File: src/rtl/irq_pkg.sv
// Shared constants and types for the interrupt controller.
// Assumes 3-bit levels, with level 7 as the unmaskable level.
package irq_pkg;
    localparam int LVL_W     = 3;
    localparam int PRIO_W    = 4;
    localparam int PRIO_MAX  = 8;
    localparam int NMI_LEVEL = 7;
    localparam int VEC_W     = 8;

    typedef struct packed {
        logic              en;
        logic [LVL_W-1:0]  level;
        logic [PRIO_W-1:0] prio;
    } src_cfg_t;
endpackage

File: src/rtl/irq_sync_edge.sv
// Synchronises each asynchronous request line with two flops and
// produces a one-cycle pulse on each synchronised rising edge.
// Assumes the request lines may change at any time.
module irq_sync_edge #(
    parameter int NUM_SRC = 8
) (
    input  logic               clk,
    input  logic               rst_n,
    input  logic [NUM_SRC-1:0] raw,
    output logic [NUM_SRC-1:0] rise
);
    genvar g;
    generate
        for (g = 0; g < NUM_SRC; g++) begin : g_line
            logic meta_q, sync_q, prev_q;
            // Two-stage synchroniser followed by a history flop.
            always_ff @(posedge clk) begin
                if (!rst_n) begin
                    meta_q <= 1'b0;
                    sync_q <= 1'b0;
                    prev_q <= 1'b0;
                end else begin
                    meta_q <= raw[g];
                    sync_q <= meta_q;
                    prev_q <= sync_q;
                end
            end
            assign rise[g] = sync_q & ~prev_q;
        end
    endgenerate
endmodule

File: src/rtl/irq_pending.sv
// Holds one pending flag per source. An edge pulse sets a flag and a
// clear pulse resets it; a set arriving in the same cycle wins.
// Assumes the clear vector has at most one bit set.
module irq_pending #(
    parameter int NUM_SRC = 8
) (
    input  logic               clk,
    input  logic               rst_n,
    input  logic [NUM_SRC-1:0] rise,
    input  logic [NUM_SRC-1:0] clr,
    output logic [NUM_SRC-1:0] pend
);
    // Latch new edges, drop serviced flags.
    always_ff @(posedge clk) begin
        if (!rst_n) pend <= '0;
        else        pend <= (pend & ~clr) | rise;
    end

    // every edge pulse leaves its flag set on the next cycle.
    a_r2_edge_sets_flag: assert property (@(posedge clk) disable iff (!rst_n)
        (|rise) |=> ((pend & $past(rise)) == $past(rise)));
endmodule

File: src/rtl/irq_arbiter.sv
// Combinational arbitration. It selects the eligible source with the
// highest level, then the highest sub-priority, then the lowest index.
// Eligible means pending, enabled, not globally disabled, and with a
// level above the mask or equal to the unmaskable level.
module irq_arbiter
    import irq_pkg::*;
#(
    parameter int NUM_SRC = 8,
    parameter int IDX_W   = 3
) (
    input  logic [NUM_SRC-1:0] pend,
    input  src_cfg_t           cfg [NUM_SRC],
    input  logic [LVL_W-1:0]   mask,
    input  logic               glb_dis,
    output logic               sel_valid,
    output logic [IDX_W-1:0]   sel_idx,
    output logic [LVL_W-1:0]   sel_level
);
    localparam int KEY_W = LVL_W + PRIO_W;

    logic [KEY_W-1:0] best_key;

    // Scan in ascending index order; a strict compare keeps the lowest index on ties.
    always_comb begin
        sel_valid = 1'b0;
        sel_idx   = '0;
        sel_level = '0;
        best_key  = '0;
        for (int i = 0; i < NUM_SRC; i++) begin
            if (pend[i] && cfg[i].en && !glb_dis &&
                (cfg[i].level == LVL_W'(NMI_LEVEL) || cfg[i].level > mask)) begin
                if (!sel_valid || {cfg[i].level, cfg[i].prio} > best_key) begin
                    sel_valid = 1'b1;
                    sel_idx   = IDX_W'(i);
                    sel_level = cfg[i].level;
                    best_key  = {cfg[i].level, cfg[i].prio};
                end
            end
        end
    end
endmodule

File: src/rtl/irq_prio_ctrl.sv
// Top of the prioritised vectored interrupt controller. It holds the
// per-source configuration and the running mask, presents the winning
// request as a vector, and handles the acknowledge from the core.
// Assumes VEC_BASE >= 64 and VEC_BASE + NUM_SRC <= 256.
module irq_prio_ctrl
    import irq_pkg::*;
#(
    parameter int NUM_SRC  = 8,
    parameter int VEC_BASE = 64,
    localparam int IDX_W   = (NUM_SRC > 1) ? $clog2(NUM_SRC) : 1
) (
    input  logic               clk,
    input  logic               rst_n,
    input  logic [NUM_SRC-1:0] irq_raw,
    input  logic               glb_dis,
    input  logic               cfg_we,
    input  logic [IDX_W-1:0]   cfg_idx,
    input  logic               cfg_en,
    input  logic [2:0]         cfg_level,
    input  logic [3:0]         cfg_prio,
    input  logic               mask_we,
    input  logic [2:0]         mask_wdata,
    input  logic               ack,
    output logic               irq_valid,
    output logic [2:0]         irq_level,
    output logic [7:0]         irq_vector,
    output logic [2:0]         mask,
    output logic               ack_stb,
    output logic [2:0]         ack_level,
    output logic [7:0]         ack_vector
);
    localparam logic [VEC_W-1:0] VBASE = VEC_W'(VEC_BASE);
    localparam logic [VEC_W-1:0] VLAST = VEC_W'(VEC_BASE + NUM_SRC - 1);

    src_cfg_t           cfg_q [NUM_SRC];
    logic [NUM_SRC-1:0] rise, pend, clr;
    logic               sel_valid, take;
    logic [IDX_W-1:0]   sel_idx;
    logic [LVL_W-1:0]   sel_level;
    logic [PRIO_W-1:0]  prio_clamped;

    irq_sync_edge #(.NUM_SRC(NUM_SRC)) i_sync (
        .clk(clk), .rst_n(rst_n), .raw(irq_raw), .rise(rise)
    );

    irq_pending #(.NUM_SRC(NUM_SRC)) i_pend (
        .clk(clk), .rst_n(rst_n), .rise(rise), .clr(clr), .pend(pend)
    );

    irq_arbiter #(.NUM_SRC(NUM_SRC), .IDX_W(IDX_W)) i_arb (
        .pend(pend), .cfg(cfg_q), .mask(mask), .glb_dis(glb_dis),
        .sel_valid(sel_valid), .sel_idx(sel_idx), .sel_level(sel_level)
    );

    assign irq_valid    = sel_valid;
    assign irq_level    = sel_level;
    assign irq_vector   = VBASE + VEC_W'(sel_idx);
    assign take         = ack & sel_valid;
    assign prio_clamped = (cfg_prio > PRIO_W'(PRIO_MAX)) ? PRIO_W'(PRIO_MAX) : cfg_prio;

    // Clear pulse for the source being taken.
    always_comb begin
        clr = '0;
        if (take) clr[sel_idx] = 1'b1;
    end

    // Per-source configuration registers, written one source at a time.
    genvar g;
    generate
        for (g = 0; g < NUM_SRC; g++) begin : g_cfg
            always_ff @(posedge clk) begin
                if (!rst_n)
                    cfg_q[g] <= '0;
                else if (cfg_we && cfg_idx == IDX_W'(g))
                    cfg_q[g] <= '{en: cfg_en, level: cfg_level, prio: prio_clamped};
            end
        end
    endgenerate

    // Running mask: an acknowledge raises it, otherwise the core may write it.
    always_ff @(posedge clk) begin
        if (!rst_n)       mask <= 3'd7;
        else if (take)    mask <= sel_level;
        else if (mask_we) mask <= mask_wdata;
    end

    // One-cycle acknowledge report carrying the taken level and vector.
    always_ff @(posedge clk) begin
        if (!rst_n) begin
            ack_stb    <= 1'b0;
            ack_level  <= '0;
            ack_vector <= '0;
        end else begin
            ack_stb <= take;
            if (take) begin
                ack_level  <= sel_level;
                ack_vector <= irq_vector;
            end
        end
    end

    // global disable silences every source.
    a_r4_global_quiet: assert property (@(posedge clk) disable iff (!rst_n)
        glb_dis |-> !irq_valid);
    // presented level is above the mask or unmaskable.
    a_r5_above_mask: assert property (@(posedge clk) disable iff (!rst_n)
        irq_valid |-> (irq_level == 3'd7 || irq_level > mask));
    // presented vectors stay within the mapped window.
    a_r8_vector_window: assert property (@(posedge clk) disable iff (!rst_n)
        irq_valid |-> (irq_vector >= VBASE && irq_vector <= VLAST));
    // a taken acknowledge raises the mask and reports what was taken.
    a_r9_ack_report: assert property (@(posedge clk) disable iff (!rst_n)
        (ack && irq_valid) |=> (ack_stb && mask == $past(irq_level) &&
                                ack_level == $past(irq_level) &&
                                ack_vector == $past(irq_vector)));
    // no strobe without a taken acknowledge.
    a_r10_no_stray_strobe: assert property (@(posedge clk) disable iff (!rst_n)
        !(ack && irq_valid) |=> !ack_stb);
endmodule

File: config.mk
export PLATFORM = sky130hd
export DESIGN_NAME = irq_prio_ctrl
export DESIGN_NICKNAME = d
export VERILOG_FILES = /design/src/rtl/irq_pkg.sv /design/src/rtl/irq_sync_edge.sv /design/src/rtl/irq_pending.sv /design/src/rtl/irq_arbiter.sv /design/src/rtl/irq_prio_ctrl.sv
export SDC_FILE = /design/constraint.sdc
export NUM_CORES = 1
export LEC_CHECK = 0
export BUFFER_PORTS_ARGS = -buffer_cell sky130_fd_sc_hd__buf_2
export CORE_MARGIN = 4
export CORE_UTILIZATION = 42
export DETAILED_ROUTE_END_ITERATION = 8
export GPL_TIMING_DRIVEN = 0
export HOLD_SLACK_MARGIN = 0.03
export PLACE_DENSITY = 0.72
export REMOVE_ABC_BUFFERS = 1
export SLEW_MARGIN = 5
export SYNTH_ARGS = -nofsm -noshare
export SYNTH_HDL_FRONTEND = slang
export SYNTH_SLANG_ARGS = --single-unit
File: constraint.sdc
create_clock -name clk -period 27.1 [get_ports clk]
set_input_delay 4.065 -clock clk [delete_from_list [all_inputs] [get_ports clk]]
set_output_delay 4.065 -clock clk [all_outputs]
set_load 0.005 [all_outputs]
==> results by group, run 1 <==
Yosys
  • Yosys cell types: 56
  • Post-synth top area share: 33.7%
  • Ys flop type: dfxtp_1
  • Ranking of synthesized cells by area: dfxtp_1 (34%), ha_1 (14%), nand2_1 (8.1%), a21oi_1 (7.2%), mux2i_1 (4.1%)
  • Flops & latches, synth: 107
  • Post-synth EDFFs: 0
  • Cells after synthesis: 785
  • Synthesized area: 6360 µm²
  • Post-synth ARST share: 0%
  • Yosys warning count: 0
  • Average cell area after synthesis: 8.10 µm²
  • Post-synth top area cell: dfxtp_1
  • Register area share after synthesis: 33.7%

Worst setup path
  • Slowest CP cell: o2bb2ai_1
  • Critical Path RT: between 20 and 25 ns
  • Crit end category: output pin
  • CP Class: input port to output pin
  • Worst setup SP type: input port
  • Crit path arrival time: 18.80 ns
  • Worst Setup SP: glb_dis
  • Crit Path Max Fanout: 19
  • Reg-to-Reg Start: mask[1]
  • R2r setup slk: 11.83 ns
  • RR Endpoint: i_pend.pend[3]
  • Reg2reg path depth: 59
  • Worst path max stage delay: 0.81 ns

Timing
  • Worst Slack Setup Final: 4.23 ns
  • Fin crit share: 84.4%
  • # setup viols final: 0
  • Tightest Pin Transition: 1.16 ns
  • Fin. Hold Viols: 0
  • Max-slew violations: 0
  • RSZ-0062 raised after global routing: no
  • Crit path time final: 22.87 ns
  • Fmax: roughly 44 MHz
  • Fin Setup TNS: 0 ns
  • Max Clock Skew: between 0.009 and 0.01 ns
  • Relative slew slack: 21.8%

Detailed routing
  • Drt wl/cell: about 15 µm
  • ANT nets after route: 0
  • Vias per cell: around 5.4
  • Drt initial violations: 343
  • Final WL: between 10000 and 15000 µm
  • Drt drc: 0
  • DRT Pass-1 Iters: 5
  • Vias: 5408

Floorplanning
  • Core area: about 15000 µm²
  • I/O pin count: 55
  • Height of the die: 131 µm
  • Die ar.: around 17000 µm²
  • Starting Density: around 43%
  • Die span in x: 131 µm
  • Cell row count: 44

Pwr
  • PD cells: 46.9 nW/µm²
  • Max VDD drop: 0.0354 mV
  • Leakage power: around 2.9 nW
  • Pwr Total: between 0.3 and 0.4 mW

Run status
  • Status: complete, no violations

Clocking
  • Clock sinks: 107
  • H-Tree Depth: 3
  • Longest Clk Path Bufs: 2
  • CTS Buf Count: 9
  • Clk slew on worst S/H paths: 0.07 ns
  • Post-CTS Setup Repair Bufs: 0
  • Worst-skew pair later-pin latency: between 0.3 and 0.4 ns
  • Post-CTS sizing: 0
  • Clock root cell: clkbuf_16
  • CTS tree: done
  • CTS Hold Bufs: 0

Final layout
  • Fillers: 1372
  • # diodes: 0
  • Post-layout util: around 47%
  • Finished Layout Cells: 994
  • # nets final: between 900 and 1000
  • Share of post-route cells with drive strength above 1: 9.63%
  • Synth-to-Final Area Change: 9.54%
  • Storage element area: around 2100 µm²
  • Area of the multi-input gates: 3920 µm²

Job
  • Number of max-cap violations: 0

Place
  • Hpwl dp: 11100 µm
  • Buffers on Ports: between 40 and 50
  • Placed cells: 978
  • Placement Setup Slack: 4.44 ns
  • RD Place Congestion: 0.867

Worst hold path
  • Worst hold path cell count: 1
  • Hold Crit Class: flip-flop to flip-flop
  • WHS Endpoint: i_pend.pend[0]
  • HP Start: i_sync.g_line[0].prev_q

Global route
  • GRT Total Usage: 18.1%
  • Total grt overflow: 0
  • First-pass GRT wire length: 25100 µm
  • Number of global-route vias before repair: 5174
  • Initial antenna violation count: 0
  • Largest net degree at the start of global routing: 48
-- Yosys cell counts, types with 9 or more instances --
cell type	count
nand2_1	137
dfxtp_1	107
a21oi_1	91
ha_1	73
nor2_1	53
inv_1	32
and2_1	27
mux2i_1	26
clkbuf_1	22
nand3_1	18
nor2b_1	16
o21ai_0	14
nand2b_1	11
o21a_1	11
nand3b_1	10
nor3_1	10
buf_1	9
buf_4	9
-- kinds of logic after synthesis --
| group | Yosys count | share of synthesized area (%) |
|---|---|---|
| other | 2 | 0.118 |
| and+or+nand+nor | 305 | 22.2 |
| AOI/OAI and AO/OA | 189 | 19.4 |
| buffers and inverters | 78 | 5.31 |
| muxes | 31 | 4.98 |
| adders and majority gates | 73 | 14.4 |
| DFF | 107 | 33.7 |
-- final cells by class --
cell class / count / area share, %
Sequential cell: 107 / 30.7
Multi-Input combinational cell: 607 / 56.2
Tap cell: 184 / 3.30
Timing Repair Buffer: 46 / 3.52
Inverter: 34 / 1.83
Clock buffer: 9 / 3.23
Clock inverter: 7 / 1.20
-- cell usage in the layout, fill, tap and decap left out, drive strengths merged, types with 6 or more instances in the layout --
cell type	instances
a31oi	8
ha	73
a21oi	91
nor3	10
o21ai	15
o22ai	9
mux2i	26
nor2	53
nand3b	10
buf	46
clkbuf	9
nand4	8
o21a	11
a22o	6
nand2	137
conb	9
nand2b	11
a22oi	7
inv	37
a21o	8
dfxtp	107
nand3	18
nor2b	16
and2	27
-- registers in the layout (all words and copies together), names as in the netlist --
name                  cells
ack_stb                   1
i_sync.g_line.sync_q      8
cfg_q                    64
i_pend.pend               8
mask                      3
i_sync.g_line.prev_q      8
i_sync.g_line.meta_q      8
ack_level                 3
ack_vector                4
-- power by group --
part | leakage, nW | internal, mW | switching (mW)
logic | 1.84 | 0.0103 | 0.0161
clock network | 0.154 | 0.0735 | 0.0630
registers | 0.870 | 0.161 | 0.00302
-- how the worst max path moves through the flow --
stage | to | slack [ns] | cells after the start
global placement | irq_vector[2] | 4.10 | 61
CTS | irq_vector[2] | 4.33 | 59
finish | irq_vector[2] | 4.23 | 59
detailed placement | irq_vector[2] | 4.44 | 59
floorplan | irq_vector[2] | 7.10 | 58
global route | irq_vector[2] | 2.71 | 61
-- critical path: cells and delay by family --
family	cells	cell delay (ns)
buf+inv	5	0.64
fa+ha+maj	7	2.05
compound gates	29	7.75
mux	4	1.47
simple gates	14	2.79
-- per-layer routing --
metal	up-vias	wire length (µm)	part of all wire, %	GRT usage (%)
li1	2779	-	-	-
met1	2478	6870	47	24.2
met2	134	6880	47	30.3
met3	17	763	5.2	2.76
met4	0	219	1.5	5.26
met5	-	0	0	0
-- through the flow --
step                      hold slack (ns)  instance area [µm²]
final                               0.433                 6970
after global routing                0.450                 6970
after CTS                           0.430                 6970
after detailed placement            0.417                 6660
after global placement              0.410                 6630
after floorplan                     0.404                 6180
Note: power is estimated with default switching activity, not from simulation.
==> run 2, diff against run 1 <==
--- a/config.mk
+++ b/config.mk
@@ -5,6 +5,7 @@
 export SDC_FILE = /design/constraint.sdc
 export NUM_CORES = 1
 export LEC_CHECK = 0
+export ABC_AREA = 1
 export BUFFER_PORTS_ARGS = -buffer_cell sky130_fd_sc_hd__buf_2
 export CORE_MARGIN = 4
 export CORE_UTILIZATION = 42
==> constraint.sdc (replaced) <==
create_clock -name clk -period 22.4 [get_ports clk]
set_input_delay 3.36 -clock clk [delete_from_list [all_inputs] [get_ports clk]]
set_output_delay 3.36 -clock clk [all_outputs]
set_load 0.005 [all_outputs]
==> results by group, run 2 <==
Yosys
  • Cells after synthesis: 875 (+11%)
  • Post-synth ARST share: 0% (unchanged)
  • Yosys warning count: 0 (unchanged)
  • Flops & latches, synth: 107 (unchanged)
  • Count leader, synth: nand2_1
  • Yosys cell types: 40 (-29%)
  • Synth top cells by count: nand2_1 (169), dfxtp_1 (107), inv_1 (91)
  • Ys flop type: dfxtp_1
  • Average cell area after synthesis: 7.30 µm² (-9.9%)
  • Register area share after synthesis: 33.5% (-0.15 points)
  • Synthesized area: 6390 µm² (+0.43%)
  • Post-synth top area cell: dfxtp_1
  • Ranking of synthesized cells by area: dfxtp_1 (34%), ha_1 (14%), nand2_1 (9.9%), a21oi_1 (5.9%), o21ai_0 (5.7%)
  • Post-synth top area share: 33.5% (-0.15 points)
  • Post-synth EDFFs: 0 (unchanged)

Pwr
  • Sw frac: 26.1% (+1.0 points)
  • Net switching power: 0.104 mW (+27%)
  • PD cells: 57.2 nW/µm² (+22%)
  • Clock group share of total power: 39.6% (-2.1 points)
  • Sequential share of power: 50.5% (+0.3 points)
  • Comb pwr share: 9.8% (+1.7 points)
  • Max VDD drop: 0.0515 mV (+45%)
  • Leakage power: 3.47 nW (+21%)
  • Pint: 0.295 mW (+20%)

Worst setup path
  • Worst path bufs/invs: 7 (+2)
  • Critical path depth in cells: 78 (+32%)
  • Reg-to-Reg Start: mask[2]
  • CP endpoint: irq_vector[1]
  • RR Endpoint: i_pend.pend[3]
  • Slowest CP cell: nand2_1
  • Cell mode on critical path: nand2_1
  • Worst path max stage delay: 0.44 ns (-0.37 ns)
  • Reg2reg path depth: 81 (+37%)
  • CP Class: input port to output pin
  • Cell family with most CP delay: simple AND/OR/NAND/NOR gates
  • Crit Path Max Fanout: 15 (-4)
  • Crit end category: output pin
  • R2r setup slk: 10.05 ns (-1.78 ns)
  • Critical Path RT: 19.04 ns (-3.99 ns)
  • Crit path arrival time: 14.68 ns (-4.12 ns)
  • Worst Setup SP: glb_dis
  • Worst setup SP type: input port

Clocking
  • Clock sinks: 107 (unchanged)
  • Worst-skew pair later-pin latency: 0.36 ns (about the same)
  • H-Tree Depth: 3 (unchanged)
  • Clock root cell: clkbuf_16
  • Longest Clk Path Bufs: 2 (unchanged)
  • Post-CTS Setup Repair Bufs: 0 (unchanged)
  • CTS Buf Count: 9 (unchanged)
  • Post-CTS sizing: 0 (unchanged)
  • Clk slew on worst S/H paths: 0.07 ns (about the same)
  • CTS tree: done
  • CTS Hold Bufs: 0 (unchanged)

Place
  • Placed cells: 1077 (+10%)
  • Placed cell area: 6680 µm² (+0.32%)
  • Buffers on Ports: 45 (unchanged)
  • RD Place Congestion: 0.829 (-4.3%)
  • Hpwl dp: 10700 µm (-3.8%)

Final layout
  • Final Cell Area: 6980 µm² (+0.11%)
  • Share of post-route cells with drive strength above 1: 13.4% (+3.8 points)
  • Commonest non-fill, non-tap cell in the layout: nand2_1
  • Commonest cells after routing, fill and taps aside: nand2_1 (169), dfxtp_1 (107), inv_1 (91)
  • # diodes: 0 (unchanged)
  • Max reg flops: 64 (unchanged)
  • Largest register by flop count: cfg_q
  • Post-layout util: 47.5% (+0.051 points)
  • Finished Layout Cells: 1093 (+10%)
  • Synth-to-Final Area Change: 9.18%
  • # nets final: 1005 (+11%)

Detailed routing
  • ANT nets after route: 0 (unchanged)
  • Final WL: 14000 µm (-4.8%)
  • Vias per cell: 5.01 (-8.0%)
  • Vias: 5471 (+1.2%)
  • Drt initial violations: 293 (-15%)
  • Drt drc: 0 (unchanged)
  • DRT Pass-1 Iters: 7 (+2)
  • Drt wl/cell: 12.8 µm (-13%)

Floorplanning
  • Starting Density: 43.5% (+0.19 points)
  • I/O pin count: 55 (unchanged)
  • Die ar.: 17300 µm² (+0.40%)
  • Die span in x: 131 µm (+0.20%)
  • Cell row count: 44 (unchanged)
  • Height of the die: 131 µm (+0.20%)
  • Core area: 14700 µm² (unchanged)

Global route
  • First-pass GRT wire length: 24200 µm (-3.7%)
  • Total grt overflow: 0 (unchanged)
  • GRT Total Usage: 16.7% (-1.3 points)
  • Initial antenna violation count: 0 (unchanged)
  • Number of global-route vias before repair: 5079 (-1.8%)
  • Largest net degree at the start of global routing: 92 (+92%)

Timing
  • Fin Setup TNS: 0 ns (unchanged)
  • Relative slew slack: 45.3% (+23 points)
  • Crit path time final: 18.04 ns
  • Fin crit share: 80.5%
  • Fin. Hold Viols: 0 (unchanged)
  • RSZ-0062 raised after global routing: no
  • Max-slew violations: 0 (unchanged)
  • # setup viols final: 0 (unchanged)
  • Max Clock Skew: 0.00820 ns (-0.00163 ns)
  • Fmax: 55.4 MHz
  • Tightest Pin Transition: 0.818 ns (-0.346 ns)

Worst hold path
  • Hold Crit Class: flip-flop to flip-flop
  • Worst hold path cell count: 1 (unchanged)

Job
  • Number of max-cap violations: 0 (unchanged)

Run status
  • Status: complete, no violations
## run 2: cell types whose count changed in the layout (fill, tap and decap cells not counted), sizes merged, moves of 25 or more
cell	delta
inv	+61
mux2i	-26
nand2	+51
nand3	+53
nor2	+25
o21ai	+95
## run 2: stage by stage
stage | power [mW] | worst slack (ns) | hold WS, ns
after floorplan | 0.231 | 6.42 | 0.389
after global placement | 0.244 | 4.52 | 0.392
after detailed placement | 0.245 | 4.42 | 0.397
after CTS | 0.404 | 4.35 | 0.411
after global routing | 0.419 | 2.80 | 0.417
final | 0.399 | 4.36 | 0.407
## run 2: logic make-up after synthesis
logic type / after synthesis / synth area share (%)
other: 2 / 0.118
adder cells (fa/ha/maj): 73 / 14.3
buffers and inverters: 132 / 8.79
AO/OA/AOI/OAI: 204 / 18.5
AND/OR/NAND/NOR: 357 / 24.8
flip-flops: 107 / 33.5
## run 2: final cells by class
| type | count | area (µm²) |
|---|---|---|
| Clock buffer | 11 | 253 |
| Clock inverter | 5 | 42.5 |
| Fill cell | 1479 | 7720 |
| Inverter | 98 | 369 |
| Multi-Input combinational cell | 643 | 3710 |
| Sequential cell | 107 | 2140 |
| Tap cell | 184 | 230 |
| Timing Repair Buffer | 45 | 228 |
## run 2: routing by layer
metal,GRT usage (%),up-vias,share of wire [%]
li1,-,2949,-
met2,26.8,90,44
met4,4.32,0,1.3
met3,4.05,11,4.5
met5,0,-,0
met1,22.8,2421,50
## run 2: power by group through the flow
stage | clock, mW | combinational, mW | sequential (mW)
3_5_place_dp | 0 | 0.0391 | 0.206
4_1_cts | 0.163 | 0.0394 | 0.202
6_report | 0.158 | 0.0392 | 0.202
2_1_floorplan | 0 | 0.0263 | 0.205
5_1_grt | 0.171 | 0.0459 | 0.203
3_3_place_gp | 0 | 0.0380 | 0.206
## run 2: worst reg2reg max path, delay by kind of cell (launching register included)
| family | cells | cell delay, ns |
|---|---|---|
| AO/OA/AOI/OAI | 25 | 3.06 |
| adder cells (fa/ha/maj) | 8 | 2.34 |
| buffers and inverters | 4 | 0.52 |
| flip-flops | 1 | 0.33 |
| AND/OR/NAND/NOR | 44 | 6.02 |
## run 2: worst min path at each step
stage | start | end | slack [ns]
final | i_sync.g_line[0].prev_q | i_pend.pend[0] | 0.41
after detailed placement | i_sync.g_line[1].meta_q | i_sync.g_line[1].sync_q | 0.40
after CTS | i_sync.g_line[0].prev_q | i_pend.pend[0] | 0.41
after global placement | i_sync.g_line[3].meta_q | i_sync.g_line[3].sync_q | 0.39
after global routing | i_sync.g_line[0].prev_q | i_pend.pend[0] | 0.42
after floorplan | i_sync.g_line[0].prev_q | i_pend.pend[0] | 0.39
